**src/rtl/pbus_ce_pkg.sv**
```systemverilog
// Package: shared types and sizing for the peripheral bus clock-enable divider.
// Assumes: the ratio field is two bits wide and the longest period is four cycles.
package pbus_ce_pkg;

    localparam int CODE_W  = 2;
    localparam int MAX_DIV = 4;
    localparam int CNT_W   = $clog2(MAX_DIV);

    // Ratio codes; the order is the software-visible encoding.
    typedef enum logic [CODE_W-1:0] {
        RATE_QUARTER = 2'b00,
        RATE_FULL    = 2'b01,
        RATE_HALF    = 2'b10,
        RATE_RSVD    = 2'b11
    } rate_code_e;

    // Last counter value of one enable period for a given code.
    function automatic logic [CNT_W-1:0] period_last(input rate_code_e code);
        case (code)
            RATE_FULL: period_last = CNT_W'(0);
            RATE_HALF: period_last = CNT_W'(1);
            default:   period_last = CNT_W'(MAX_DIV - 1);
        endcase
    endfunction

endpackage

```
**src/rtl/pbus_ce_req_reg.sv**
```systemverilog
// Module: holds the ratio code that software requested.
// Assumes: only bits 1:0 of the write data matter; the reserved code is dropped.
module pbus_ce_req_reg
    import pbus_ce_pkg::*;
#(
    parameter int DATA_W = 32
) (
    input  logic              clk,
    input  logic              rst_n,
    input  logic              wr_en,
    input  logic [DATA_W-1:0] wr_data,
    output rate_code_e        req_code
);

    rate_code_e wr_code;
    rate_code_e req_q;

    assign wr_code  = rate_code_e'(wr_data[CODE_W-1:0]);
    assign req_code = req_q;

    // Capture a write unless it carries the reserved code.
    always_ff @(posedge clk) begin
        if (!rst_n) begin
            req_q <= RATE_QUARTER;
        end else if (wr_en && (wr_code != RATE_RSVD)) begin
            req_q <= wr_code;
        end
    end

    assert_reserved_ignored_R5: assert property (@(posedge clk) disable iff (!rst_n)
        (wr_en && wr_data[CODE_W-1:0] == 2'b11) |=> $stable(req_q));

    assert_upper_bits_ignored_R8: assert property (@(posedge clk) disable iff (!rst_n)
        (wr_en && (wr_data[DATA_W-1:CODE_W] != '0) && (wr_data[CODE_W-1:0] != 2'b11))
        |=> (req_q == $past(wr_data[CODE_W-1:0])));

endmodule

```
**src/rtl/pbus_ce_counter.sv**
```systemverilog
// Module: counts processor cycles within one enable period and raises the strobe on the last one.
// Assumes: the requested code is never the reserved value; it is loaded only when the period wraps.
module pbus_ce_counter
    import pbus_ce_pkg::*;
(
    input  logic       clk,
    input  logic       rst_n,
    input  rate_code_e req_code,
    output rate_code_e applied_code,
    output logic       ce
);

    logic [CNT_W-1:0] cnt_q;
    rate_code_e       applied_q;
    logic             wrap;

    // The last cycle of a period is both the strobe cycle and the reload point.
    assign wrap         = (cnt_q == period_last(applied_q));
    assign ce           = wrap;
    assign applied_code = applied_q;

    // Advance the counter; at the wrap, restart it and take in the pending code.
    always_ff @(posedge clk) begin
        if (!rst_n) begin
            cnt_q     <= '0;
            applied_q <= RATE_QUARTER;
        end else if (wrap) begin
            cnt_q     <= '0;
            applied_q <= req_code;
        end else begin
            cnt_q <= cnt_q + CNT_W'(1);
        end
    end

    assert_hold_between_wraps_R6: assert property (@(posedge clk) disable iff (!rst_n)
        !ce |=> $stable(applied_q));

    assert_full_rate_every_cycle_R3: assert property (@(posedge clk) disable iff (!rst_n)
        (applied_q == RATE_FULL) |-> ce);

    assert_single_cycle_pulse_R9: assert property (@(posedge clk) disable iff (!rst_n)
        (ce && applied_q != RATE_FULL) |=> (!ce || applied_q == RATE_FULL));

    assert_no_reserved_applied_R5: assert property (@(posedge clk) disable iff (!rst_n)
        applied_q != RATE_RSVD);

endmodule

```
**src/rtl/pbus_ce_divider.sv**
```systemverilog
// Module: top of the peripheral bus clock-enable divider.
// Assumes: DATA_W is at least 3; the read port is combinational from the applied code.
module pbus_ce_divider
    import pbus_ce_pkg::*;
#(
    parameter int DATA_W = 32
) (
    input  logic              clk,
    input  logic              rst_n,
    input  logic              wr_en,
    input  logic [DATA_W-1:0] wr_data,
    output logic [DATA_W-1:0] rd_data,
    output logic              bus_ce
);

    rate_code_e req_code;
    rate_code_e applied_code;

    pbus_ce_req_reg #(.DATA_W(DATA_W)) u_req (
        .clk      (clk),
        .rst_n    (rst_n),
        .wr_en    (wr_en),
        .wr_data  (wr_data),
        .req_code (req_code)
    );

    pbus_ce_counter u_cnt (
        .clk          (clk),
        .rst_n        (rst_n),
        .req_code     (req_code),
        .applied_code (applied_code),
        .ce           (bus_ce)
    );

    // Read-back: the applied code, zero-extended.
    assign rd_data = DATA_W'(applied_code);

    assert_readback_follows_wrap_R6: assert property (@(posedge clk) disable iff (!rst_n)
        !bus_ce |=> $stable(rd_data));

endmodule

```
**config.mk**
```make
export PLATFORM = sky130hd
export DESIGN_NAME = pbus_ce_divider
export DESIGN_NICKNAME = d
export VERILOG_FILES = /design/src/rtl/pbus_ce_pkg.sv /design/src/rtl/pbus_ce_req_reg.sv /design/src/rtl/pbus_ce_counter.sv /design/src/rtl/pbus_ce_divider.sv
export SDC_FILE = /design/constraint.sdc
export NUM_CORES = 1
export LEC_CHECK = 0
export BUFFER_PORTS_ARGS = -buffer_cell sky130_fd_sc_hd__buf_2
export CORE_UTILIZATION = 27
export CTS_BUF_LIST = sky130_fd_sc_hd__clkbuf_4 sky130_fd_sc_hd__clkbuf_8 sky130_fd_sc_hd__clkbuf_16
export DETAILED_ROUTE_END_ITERATION = 16
export GPL_ROUTABILITY_DRIVEN = 0
export PLACE_DENSITY = 0.75
export SLEW_MARGIN = 30
export SYNTH_ARGS = -nofsm -noshare
export SYNTH_HDL_FRONTEND = slang
export SYNTH_HIERARCHICAL = 1
export SYNTH_SLANG_ARGS = --single-unit
```
**constraint.sdc**
```tcl
create_clock -name clk -period 1.1 [get_ports clk]
set_input_delay 0.165 -clock clk [delete_from_list [all_inputs] [get_ports clk]]
set_output_delay 0.165 -clock clk [all_outputs]
set_load 0.05 [all_outputs]
```
---- Word-level counts from Yosys, hierarchy flattened ----
Cells that the tools add are included.
storage, ports and cells
  flip-flop bits (word level) ............. 6
  bits in latches ......................... 0
  RAM bits ................................ 0
  bits in read-only memories .............. 0
  output and inout bits ................... 33
  logic and storage cells ................. 12
  memories kept ........................... 0
operators by class
  add/subtract/negate cells ............... 1
  multiply operators ...................... 0
  divide/modulo/power cells ............... 0
  magnitude comparators ................... 0
  eq/ne operators ......................... 4
  shift-type cells ........................ 0
  muxes and demuxes ....................... 1
  bitwise gates (word level) .............. 1
  reductions and logical operators ........ 2
operators by type and width
  kind                 count
  $pmux 2 s2           1
  $add 2x1->2 const B  1
  $eq 2x1->1 const B   1
  $eq 2x2->1           1
  $eq 2x2->1 const B   1
  $ne 2x2->1 const B   1
  $reduce_or 2->1      1
  $logic_and 1x1->1    1
  $not 1->1            1

---- Depth between registers and ports, before layout ----
  depth in word-level cells ............... 4
  mapped depth ............................ 5
  depth with buffers taken out ............ 5

---- By module ----
The synthesis kept the hierarchy.
modules (own cells, without submodules)
  module           times used  cells each  area each (um^2)  sequential area each (um^2)
  pbus_ce_divider  1           31          229.0             0.0
  pbus_ce_counter  1           18          188.9             80.1
  pbus_ce_req_reg  1           7           78.8              40.0

---- Worst setup path after synthesis ----
Ideal clock, no wire load.
  kind .................................... reg-to-reg
  start point ............................. register u_cnt.applied_q[1] (netlist: u_cnt/applied_code[1])
  end point ............................... register u_cnt.applied_q[0] (netlist: u_cnt/applied_code[0])
  setup time .............................. 0.072 ns
  data arrival time ....................... 1.742 ns
  setup slack ............................. -0.714 ns
  cell stages (with the launch flop) ...... 6
  buffers on the path ..................... 0
  clock period less this slack ............ 1.814 ns
  cells stage by stage .................... dfxtp_1 -> inv_1 -> ha_1 -> xor2_1 -> nor2_4 -> mux2i_1
on the way
  cells in the longest elaborated chain, start to end .. 3
ends and longest elaborated chain
  item                                      line                   source
  from (decl)                               pbus_ce_counter.sv:14  rate_code_e applied_q;
  from (signal assigned)                    pbus_ce_counter.sv:29  applied_q <= req_code;
  $eq 2x2->1 or $eq 2x1->1 (tied branches)  pbus_ce_pkg.sv:19      case (code)
  $pmux 2 s2 (*)                            pbus_ce_pkg.sv:19
  $eq 2x2->1 (*)                            pbus_ce_counter.sv:18  assign wrap = (cnt_q == period_last(applied_q));
  via bus_ce                                pbus_ce_divider.sv:13  output logic bus_ce
Mark *: on every way through the listed nets, which the timed path passes. The rest lies on a longest branch.
A chain may end at the register's enable or synchronous reset.

---- Worst setup path in the final report ----
  start point ............................. register u_cnt.applied_q[1] (netlist: u_cnt/applied_code[1])
  end point ............................... output bus_ce
on the way
  cells in the longest elaborated chain, start to end .. 3
ends and longest elaborated chain
  item                                      line
  $eq 2x2->1 or $eq 2x1->1 (tied branches)  pbus_ce_pkg.sv:19
  $pmux 2 s2 (*)                            pbus_ce_pkg.sv:19
  $eq 2x2->1 (*)                            pbus_ce_counter.sv:18
  to (decl)                                 pbus_ce_divider.sv:13
Mark *: on every way between the ends. The rest lies on a longest branch, timed or not.

==> out/results.ini <==
[run_status]
status = finished with violations
violations = negative setup slack

[yosys]
synth_ff_type = dfxtp_1
synthArstFlopShare_pct = 0
synth_area_per_cell_sq_um = 8.87
synth.area.top_cells = buf_4 45%, dfxtp_1 24%, o221a_1 4.5%
ys_types = 14
synthMostInstantiatedCell = buf_4
yosys.area_share.adder_pct = 2.52
yosysTopAreaCell = buf_4
synth_xor_area_share_pct = 5.29
synth_edf_count = 0
yosys_warnings = 6
syn_inst = 56
synth_top_family_by_area = buffers and inverters
synth_mux_area_share_pct = 4.03
ys_ff_latch = 6
seq_area_frac_synth_pct = 24.2
synth_compound_area_share_pct = 4.53
synthesis.area_sq_um = 497
yosys.area_share.simple_pct = 11.8
synthTopCellsByCount = 30 x buf_4, 6 x dfxtp_1, 4 x nand2_1
yosysTopAreaCellShare_pct = 45.3

[global_route]
grt_pass1_wl_microns = 786
grt_pass1_vias = 208
grt.total_usage_pct = 5.77
antenna_found_initial = 0
grt_max_degree = 9
grt_overflow_total = 0

[critical_path]
worst-path-max-fanout = 2
critPathCaptureType = output pin
critPathSlowestCell = dfxtp_4
arrival_ns = 1.25
startpoint_type = flip-flop
crit_chain = inv_2 -> ha_4 -> xor2_2 -> nor2_4 -> buf_6
max_stage_delay_ns = 0.34
critPathKind = flip-flop to output pin
crit_required_ns = 0.94

[clocking]
cts.sinks = 6
clk_pin_slew_worst_paths_ns = 0.04
tritoncts = yes
ctsHtreeMaxLevel = 1
cts_made_buffers = 3
cts_root_buf = clkbuf_4
cts-hold-fix-buffers = 0
clockBufferDepth = 2
clk_latency_ns = 0.24

[layout]
final_core_util_pct = 31.7
drive_above_1_share_pct = 31.9
syn_to_final_growth_pct = 10.1
nets = 107
diodes = 0
fin_cells = 94

[pwr]
power.density_nw_per_um2 = 1430
cellLeakagePower_nw = 0.266
irDropWorstVdd_v = 0.000527

[sta]
fin_crit_sh_pct = 128
skew_ns = 0.00103
rsz0062_at_grt = true
setup_viol = 5
hold_viol_final = 0
max_freq_mhz = 709
layout_min_cycle_time_ns = 1.41
maxSlewViolCount = 0
worst_slack_ns = -0.310

[detailed_routing]
antenna_left = 0
drt_first_pass_iters = 2
drc = 0
drtIter0Drc = 4
num_vias = 293
drt_wl_total_microns = 565
vias_per_cell = 3.12
avgRoutedWirePerCell_microns = 6.01

[floorplanning]
initial_core_util_pct = 28.8
placeableCoreArea_sq_um = 1730
die_area_sq_um = 2020
die_w_microns = 44.9
rows = 15
ioPinCount = 68
die_h_microns = 44.9

[job]
maxCapViolations = 0

[placement]
place_inst = 90
dp_slack_ns = -0.165
dp_hpwl_microns = 480
portBuffers = 7

[hold_path]
hold_path_class = input pin to flip-flop

==> timing repair <==
action / in CTS / in global routing
buffers inserted: 1 / 1
pin swaps: 2 / 0
resized for setup: 5 / 2
endpoints found under the setup margin: 6 / 6
==> worst max-delay path, delay by kind of cell, from the launching register on <==
family	cells	cell delay [ns]
simple gates	1	0.05
xor+xnor	1	0.17
flops	1	0.34
buf+inv	2	0.19
fa+ha+maj	1	0.26
==> layout by cell type, fill, tap and decap left out <==
cell type and count:
nor2_4 1, xnor2_1 2, ha_4 1, inv_2 1
nand2_1 4, inv_1 1, buf_6 2, xor2_2 1
dfxtp_4 2, dfxtp_1 4, nor2b_1 2, buf_2 4
mux2i_1 2, buf_4 4, nor3b_2 2, conb_1 30
clkbuf_4 4, o221a_1 2
==> logic make-up after synthesis <==
logic type | after synthesis
mux | 2
flops | 6
simple gates | 9
fa+ha+maj | 1
compound gates | 2
xor+xnor | 3
other cells | 1
buf+inv | 32
==> through the flow <==
step | area (sq um) | total power, mW | setup TNS, ns | hold WS [ns]
2_1_floorplan | 633 | 0.627 | -1.63 | 0.302
3_3_place_gp | 497 | 0.569 | -0.609 | 0.444
3_5_place_dp | 497 | 0.573 | -0.684 | 0.452
4_1_cts | 544 | 0.789 | -1.24 | 0.210
5_1_grt | 547 | 0.820 | -1.43 | 0.211
6_report | 547 | 0.779 | -1.19 | 0.214
==> state kept, by name, summed over array words and instances, names as in the netlist <==
signal / cells
u_req/req_code: 2
u_cnt/applied_code: 2
u_cnt/cnt_q: 2
==> final timing paths <==
check	start	endpoint	slack (ns)	depth (start not counted)
hold reg to reg	u_req/req_code[0]	u_cnt/applied_code[0]	0.46	2
hold / removal	wr_data[1]	u_req/req_code[1]	0.21	2
setup / recovery	u_cnt/applied_code[1]	bus_ce	-0.31	5
setup reg to reg	u_cnt/applied_code[1]	u_cnt/applied_code[0]	-0.23	7
==> layer usage <==
layer,vias up,wire (microns),GRT usage (%)
li1,143,-,-
met3,0,49,2.40
met1,130,234,6.90
met2,20,282,8.53
met4,0,0,3.64
met5,-,0,0
==> report_power, final <==
group	internal (mW)	switching (mW)	total, mW	leakage [nW]
Combinational	0.0600	0.279	0.339	0.201
Clock	0.123	0.0706	0.193	0.0138
Sequential	0.231	0.0163	0.247	0.0508
==> area by class of cell <==
cell class              instances  area (sq um)
inverters                       2          7.51
fillers                       190          1180
clock buffers                   3          22.5
repair buffers                 11          80.1
multi-input cells              47           278
flip-flops and latches          6           128
well taps                      25          31.3
(Power assumes the default switching activity.)
